--- config.mk ---
export PLATFORM = sky130hd
export DESIGN_NAME = vram_port
export DESIGN_NICKNAME = d
export VERILOG_FILES = /design/src/rtl/vram_port_pkg.sv /design/src/rtl/vram_decode.sv /design/src/rtl/vram_addr_latch.sv /design/src/rtl/vram_read_buf.sv /design/src/rtl/vram_port.sv
export SDC_FILE = /design/constraint.sdc
export NUM_CORES = 1
export LEC_CHECK = 0
export BUFFER_PORTS_ARGS = -buffer_cell sky130_fd_sc_hd__buf_2
export CELL_PAD_IN_SITES_DETAIL_PLACEMENT = 1
export CELL_PAD_IN_SITES_GLOBAL_PLACEMENT = 1
export CORE_MARGIN = 1.5
export CORE_UTILIZATION = 37
export CTS_CLUSTER_DIAMETER = 200
export DETAILED_ROUTE_END_ITERATION = 8
export PLACE_DENSITY = 0.95
export SYNTH_ARGS = -nofsm -noshare
export SYNTH_HDL_FRONTEND = slang
export SYNTH_SLANG_ARGS = --single-unit
--- constraint.sdc ---
create_clock -name clk -period 2.67 [get_ports clk]
set_input_delay 0.801 -clock clk [delete_from_list [all_inputs] [get_ports clk]]
set_output_delay 0.801 -clock clk [all_outputs]
set_load 0.03 [all_outputs]
--- src/rtl/vram_port_pkg.sv ---
package vram_port_pkg;
   typedef enum logic [1:0] {
      ACC_NONE  = 2'd0,
      ACC_ADDR  = 2'd1,
      ACC_WRITE = 2'd2,
      ACC_READ  = 2'd3
   } acc_e;
endpackage

--- src/rtl/vram_decode.sv ---
module vram_decode
   import vram_port_pkg::*;
(
   input  logic reg_sel,
   input  logic reg_idx,
   input  logic rd_stb,
   input  logic wr_stb,
   output acc_e acc
);
   always_comb begin
      acc = ACC_NONE;
      if (reg_sel) begin
         if (!reg_idx) begin
            if (wr_stb) acc = ACC_ADDR;
         end else if (wr_stb) begin
            acc = ACC_WRITE;          // write wins over a simultaneous read
         end else if (rd_stb) begin
            acc = ACC_READ;
         end
      end
   end
endmodule

--- src/rtl/vram_addr_latch.sv ---
module vram_addr_latch
   import vram_port_pkg::*;
#(
   parameter int ADDR_W = 14,
   parameter int DATA_W = 8
)(
   input  logic              clk,
   input  logic              rst_n,
   input  acc_e              acc,
   input  logic              clr_tog,
   input  logic [DATA_W-1:0] wdata,
   output logic [ADDR_W-1:0] addr,
   output logic              tog
);
   localparam int HI_W = ADDR_W - DATA_W;

   generate
      if (HI_W < 1 || HI_W > DATA_W) begin : g_bad_width
         $error("vram_addr_latch: ADDR_W must lie in (DATA_W, 2*DATA_W]");
      end
   endgenerate

   logic [ADDR_W-1:0] addr_q;
   logic              tog_q;

   always_ff @(posedge clk) begin
      if (!rst_n) begin
         addr_q <= '0;
         tog_q  <= 1'b0;
      end else begin
         unique case (acc)
            ACC_ADDR: begin
               if (!tog_q) addr_q[ADDR_W-1:DATA_W] <= wdata[HI_W-1:0];
               else        addr_q[DATA_W-1:0]      <= wdata;
               tog_q <= ~tog_q;
            end
            ACC_WRITE, ACC_READ: addr_q <= addr_q + 1'b1;
            default: ;
         endcase
         if (clr_tog) tog_q <= 1'b0;
      end
   end

   assign addr = addr_q;
   assign tog  = tog_q;

   // each address write flips the toggle unless a clear coincides
   p_tog_flip_r2: assert property (@(posedge clk) disable iff (!rst_n)
      (acc == ACC_ADDR && !clr_tog) |=> (tog_q != $past(tog_q)));

   // a clear always leaves the toggle at the high-half state
   p_tog_clear_r3: assert property (@(posedge clk) disable iff (!rst_n)
      clr_tog |=> !tog_q);

   // data accesses step the address by one, modulo 2**ADDR_W
   p_addr_step_r4: assert property (@(posedge clk) disable iff (!rst_n)
      (acc == ACC_WRITE || acc == ACC_READ) |=>
         (addr_q == ADDR_W'($past(addr_q) + 1'b1)));

   // no access means the address holds
   p_addr_hold_r10: assert property (@(posedge clk) disable iff (!rst_n)
      (acc == ACC_NONE) |=> $stable(addr_q));
endmodule

--- src/rtl/vram_read_buf.sv ---
module vram_read_buf #(
   parameter int DATA_W = 8,
   parameter bit BYPASS = 1'b1
)(
   input  logic              clk,
   input  logic              rst_n,
   input  logic              fetch,
   input  logic [DATA_W-1:0] mem_rdata,
   output logic [DATA_W-1:0] rdata
);
   generate
      if (DATA_W < 1) begin : g_bad_width
         $error("vram_read_buf: DATA_W must be positive");
      end
   endgenerate

   logic              pend_q;
   logic [DATA_W-1:0] buf_q;

   always_ff @(posedge clk) begin
      if (!rst_n) begin
         pend_q <= 1'b0;
         buf_q  <= '0;
      end else begin
         pend_q <= fetch;
         if (pend_q) buf_q <= mem_rdata;
      end
   end

   generate
      if (BYPASS) begin : g_forward
         // fetch result is visible in the cycle it returns
         assign rdata = pend_q ? mem_rdata : buf_q;
      end else begin : g_plain
         assign rdata = buf_q;
      end
   endgenerate

   // the buffer changes only when a fetch returns
   p_buf_hold_r8: assert property (@(posedge clk) disable iff (!rst_n)
      !pend_q |=> $stable(buf_q));

   // a returning fetch is captured into the buffer
   p_buf_load_r5: assert property (@(posedge clk) disable iff (!rst_n)
      pend_q |=> (buf_q == $past(mem_rdata)));
endmodule

--- src/rtl/vram_port.sv ---
module vram_port
   import vram_port_pkg::*;
#(
   parameter int ADDR_W = 14,
   parameter int DATA_W = 8,
   parameter bit BYPASS = 1'b1
)(
   input  logic              clk,
   input  logic              rst_n,
   input  logic              reg_sel,
   input  logic              reg_idx,
   input  logic              rd_stb,
   input  logic              wr_stb,
   input  logic              stat_clr,
   input  logic [DATA_W-1:0] wdata,
   output logic [DATA_W-1:0] rdata,
   output logic [ADDR_W-1:0] mem_addr,
   output logic              mem_we,
   output logic              mem_re,
   output logic [DATA_W-1:0] mem_wdata,
   input  logic [DATA_W-1:0] mem_rdata
);
   acc_e              acc;
   logic [ADDR_W-1:0] cur_addr;
   logic              tog;

   vram_decode u_dec (
      .reg_sel (reg_sel),
      .reg_idx (reg_idx),
      .rd_stb  (rd_stb),
      .wr_stb  (wr_stb),
      .acc     (acc)
   );

   vram_addr_latch #(.ADDR_W(ADDR_W), .DATA_W(DATA_W)) u_addr (
      .clk     (clk),
      .rst_n   (rst_n),
      .acc     (acc),
      .clr_tog (stat_clr),
      .wdata   (wdata),
      .addr    (cur_addr),
      .tog     (tog)
   );

   vram_read_buf #(.DATA_W(DATA_W), .BYPASS(BYPASS)) u_rbuf (
      .clk       (clk),
      .rst_n     (rst_n),
      .fetch     (acc == ACC_READ),
      .mem_rdata (mem_rdata),
      .rdata     (rdata)
   );

   assign mem_addr  = cur_addr;
   assign mem_we    = (acc == ACC_WRITE);
   assign mem_re    = (acc == ACC_READ);
   assign mem_wdata = wdata;

   // never read and write the video RAM in one cycle
   p_we_re_excl_r11: assert property (@(posedge clk) disable iff (!rst_n)
      !(mem_we && mem_re));

   // an unselected cycle issues no memory access
   p_unsel_idle_r10: assert property (@(posedge clk) disable iff (!rst_n)
      !reg_sel |-> (!mem_we && !mem_re));

   // the toggle changes only on address writes or clears
   p_tog_quiet_r2: assert property (@(posedge clk) disable iff (!rst_n)
      (!(reg_sel && !reg_idx && wr_stb) && !stat_clr) |=> $stable(tog));
endmodule

# Word level (Yosys, flattened, before mapping)
# Cells that the tools add are included.
dict set report totals {
  mem_bits_rw 0
  input_bits 23
  latchBits 0
  memories 0
  mem_bits_ro 0
  reg_bits 24
}
dict set report op_classes {
  n_reduce_logical 5
  n_mux 9
  shift 0
  addsub 1
  n_eq_ne 5
  bitwise_logic 2
  n_div 0
  n_mul 0
  n_lt_le_gt_ge 0
}
# cell count
set op_table {}
lappend op_table {{$pmux W14 S2} 1}
lappend op_table {{$mux W8} 2}
lappend op_table {{$add A14 B1 Y14 const B} 1}
lappend op_table {{$mux W2} 4}
lappend op_table {{$mux W6} 1}
lappend op_table {{$eq A2 B2 Y1 const B} 2}
lappend op_table {{$reduce_and A2 Y1} 2}
lappend op_table {{$reduce_or A2 Y1} 2}
lappend op_table {{$eq A2 B1 Y1 const B} 1}
lappend op_table {{$ne A2 B1 Y1 const B} 1}
lappend op_table {{$ne A2 B2 Y1 const B} 1}
lappend op_table {{$not A1 Y1} 2}
lappend op_table {{$reduce_bool A2 Y1} 1}
lappend op_table {{$mux W1} 1}

# Logic depth before layout (Yosys ltp)
dict set report depth {
  word_depth 8
  mapped_depth 6
}

# Cells and area by module
# A second synthesis with hierarchy kept.
dict set report hier_totals {
  cells_unflattened 143
  hier_area_um2 1341.3
}
# module area_each_um2 cells_per_inst instances seq_area_each_um2
set by_module_without_submodules {}
lappend by_module_without_submodules {vram_addr_latch 864.6 102 1 300.3}
lappend by_module_without_submodules {vram_read_buf 370.4 27 1 180.2}
lappend by_module_without_submodules {vram_port 76.3 10 1 0.0}
lappend by_module_without_submodules {vram_decode 30.0 4 1 0.0}

# Least setup slack after synthesis
# No wires, ideal clock.
dict set report synth_path {
  kind {in2out}
  start {input port reg_idx}
  end {output port mem_re}
  t_arrival_ns 1.309
  slack_ns 0.560
  n_path_buf 1
  path_stages 2
  cell_sequence {buf_4 > and4b_1}
}
dict set report synth_between {
  elab_chain_cells 3
}
# element line_no
set synth_rtl {}
lappend synth_rtl {{start: declaration} vram_port.sv:11} ;# input logic reg_idx,
lappend synth_rtl {{$mux W2} vram_decode.sv:13} ;# if (!reg_idx) begin
lappend synth_rtl {{$mux W2} vram_decode.sv:12} ;# if (reg_sel) begin
lappend synth_rtl {{$eq A2 B2 Y1} vram_port.sv:55} ;# assign mem_re = (acc == ACC_READ);
lappend synth_rtl {{end: declaration} vram_port.sv:19} ;# output logic mem_re,
# No other way between the ends.

# Final worst setup path
# Same ends and word-level chain as after synthesis.

==> run_results.csv <==
group,metric,value,unit
timing,skew,0.006492,ns
timing,slew-limit-headroom,49.25,%
logic_synthesis,ys_types,45,
critical_path,cp.arrival,1.38,ns
cts,cts_setup_buffers,0,
cells_and_area,n_antenna_cell,0,
logic_synthesis,synth_top_family_by_area,"simple AND/OR/NAND/NOR gates",
cts,cts_tree,"built",
cells_and_area,multi_input_area,748.2,µm²
timing,setup_viol,0,
logic_synthesis,synth_seq_cells,24,
drt,drt-initial-drc-count,17,
critical_path,worst_ep_required_time,1.87,ns
critical_path,path_class,"in -> out",
drt,post_drt_wl_per_cell,15.25,µm
critical_path,cp_max_fo,10,
cts,holdBufCountCts,0,
grt,track_usage,19.11,%
logic_synthesis,syn_area,0.001364,mm²
critical_path,cp-startpoint,"reg_idx",
cells_and_area,fillers,437,
cts,root_buffer,"clkbuf_8",
timing,min_period,2.185,ns
timing,fin_tns_setup,0,ns
logic_synthesis,yosysSeqAreaShare,35.23,%
grt,grt_max_degree,18,
flow_run,drv_cap,0,
timing,clock.fmax,457.7,MHz
floorplanning,core_area,0.003442,mm²
drt,dr.pass1.iters,4,
critical_path,r2r_end,"u_addr.addr[10]",
drt,num_vias,1361,
logic_synthesis,synth_cells,155,
critical_path,critPathLaunchType,"input pin",
floorplanning,fp.dieH,63.71,µm
logic_synthesis,synth_nets,179,
floorplanning,dieArea,0.004059,mm²
power_and_ir_drop,p_seq_share,50.3,%
placed_design,dp_hpwl,2756,µm
hold_path,hp-start,"u_addr.addr[2]",
hold_path,min_path_type,"reg -> reg",
logic_synthesis,synth_edf_count,0,
logic_synthesis,synth_fa_ha_area_share,0.9174,%
cells_and_area,final_cell_mix,"54 x buf_2, 24 x dfxtp_1, 14 x nand2_1, 10 x nor2_1, 9 x and2_1",
cts,cts-resized-gates,0,
timing,rsz0062_at_grt,"no",
placed_design,postPlaceCellArea,0.001598,mm²
logic_synthesis,synth_xor_area_share,0,%
cells_and_area,seq_area,480.5,µm²
power_and_ir_drop,fin_total_pwr,0.7441,mW
placed_design,dp.cells,241,
floorplanning,initial_utilization,39.62,%
logic_synthesis,yosysTopAreaCellShare,35.23,%
cells_and_area,instances_no_fill,245,
grt,antenna_found_initial,0,
timing,period_share,81.83,%
power_and_ir_drop,p_int,0.5378,mW
placed_design,globalplace.congestion,0.7630,
drt,viasPerCell,5.555,
critical_path,crit_path_end_kind,"output pin",
floorplanning,die_w,63.71,µm
logic_synthesis,yosysTopAreaCell,"dfxtp_1",
logic_synthesis,avgSynthCellArea,8.799,µm²
power_and_ir_drop,vdd_drop_max,0.0002466,V
placed_design,io_buffers,54,
drt,drcViolationCount,0,
drt,drt_wl_total,3736,µm
timing,worst_pin_slew,0.7591,ns
cts,worst_skew_pair.late_latency,0.27,ns
timing,finalHoldViolations,0,
floorplanning,io_pins,55,
cts,cts_htree_levels,1,
power_and_ir_drop,swShare,27.72,%
power_and_ir_drop,combPwrFrac,15.7,%
power_and_ir_drop,p_leak,0.7453,nW
floorplanning,rows,21,
run_status,status,"complete, no violations",
cts,clk_pin_slew,0.09,ns
cts,cts_buffers,3,
grt,grt_pass1_wl,6182,µm
logic_synthesis,synth_area_leaders,"dfxtp_1 35%, mux2_2 6.6%, buf_4 6.1%, and2_1 4.1%, nand2_1 3.9%",
critical_path,cp-endpoint,"mem_re",
logic_synthesis,yosys_warnings,0,
cells_and_area,finalInstanceArea,0.001653,mm²
logic_synthesis,async_flop_share,0,%
cts,cts_buffer_depth,2,
cells_and_area,drive_gt1_share,38.69,%
power_and_ir_drop,power_density,450.2,mW/mm²
power_and_ir_drop,switchingPower,0.2062,mW
critical_path,ff2ff_setup_slack,0.95,ns
grt,overflow,0,
critical_path,r2r_cells,5,
cts,clock-sinks,24,
grt,grt_pass1_vias,1313,
drt,detail-route-antenna-nets,0,
cells_and_area,syn_to_final_growth,21.19,%
critical_path,r2r-start,"u_addr.addr[0]",
logic_synthesis,muxShareOfSynthArea,7.339,%
cells_and_area,layout_commonest_cell,"buf_2",
timing,maxSlewViolCount,0,
power_and_ir_drop,pwr-share-clk,34.0,%
logic_synthesis,yosys.area_share.simple,23.67,%
cells_and_area,final_nets,224,
logic_synthesis,synth_flop_cell,"dfxtp_1",
logic_synthesis,synth-compound-area-share,22.94,%
[cell families after synthesis]
logic type / Yosys count
buf+inv: 22
compound gates: 43
simple gates: 56
flops: 24
mux: 9
fa+ha+maj: 1
[how the worst min path moves through the flow]
stage | slack [ns] | to | cells past startpoint
after CTS | 0.54 | u_addr.addr[2] | 2
after detailed placement | 0.52 | u_addr.addr[2] | 2
after floorplan | 0.49 | u_addr.tog | 2
after global placement | 0.50 | u_addr.addr[2] | 2
after global routing | 0.57 | u_addr.addr[2] | 2
final | 0.53 | u_addr.addr[2] | 2
[synth_stat cells, types with 2 or more instances]
| cell type | instances |
|---|---|
| a211oi_1 | 4 |
| a21oi_1 | 7 |
| a31oi_1 | 5 |
| a32oi_1 | 3 |
| and2_1 | 9 |
| and3_1 | 4 |
| and4b_1 | 2 |
| buf_2 | 2 |
| buf_4 | 11 |
| clkbuf_1 | 2 |
| dfxtp_1 | 24 |
| inv_1 | 5 |
| mux2_2 | 8 |
| nand2_1 | 14 |
| nand3_1 | 4 |
| nand4_1 | 2 |
| nor2_1 | 10 |
| o211ai_1 | 3 |
| o21ai_0 | 8 |
| o311ai_0 | 2 |
| or3_1 | 2 |
[per-stage QoR]
step	util, %	setup slack, ns	hold slack [ns]
floorplan	-	0.5602	0.4866
global route	48.02	0.4234	0.5677
detailed placement	46.42	0.4847	0.5234
finish	48.02	0.4851	0.5328
global placement	46.42	0.4957	0.5046
CTS	48.02	0.4804	0.5380
[sequential cells by signal, summed over array words and instances (netlist names)]
name	cells
u_addr.addr	14
u_rbuf.buf_q	8
u_addr.tog	1
u_rbuf.pend_q	1
[critical path, cell delays in order]
cell and delay (ns):
buf_2 0.17, and4b_1 0.22, buf_2 0.20
[cell type report]
type                    instances  area share (%)
clock buffers                   4           3.331
inverters                       5           1.136
multi-input cells             109           45.27
flip-flops and latches         24           29.07
well taps                      46           3.482
repair buffers                 57           17.71
[layer usage]
metal  wire length, µm  track usage (%)  up-vias
li1                  -                -      655
met1              1649            23.19      652
met3               193            2.321        5
met4                46            5.978        0
met2              1847            34.74       49
met5                 0                0        -
[power by group through the flow]
stage | combinational (mW) | sequential (mW) | clock [mW]
after global routing | 0.126 | 0.376 | 0.271
after detailed placement | 0.117 | 0.382 | 0
after global placement | 0.114 | 0.382 | 0
final | 0.117 | 0.374 | 0.253
after CTS | 0.118 | 0.374 | 0.259
after floorplan | 0.0708 | 0.391 | 0
Note: power is estimated with default switching activity, not from simulation.
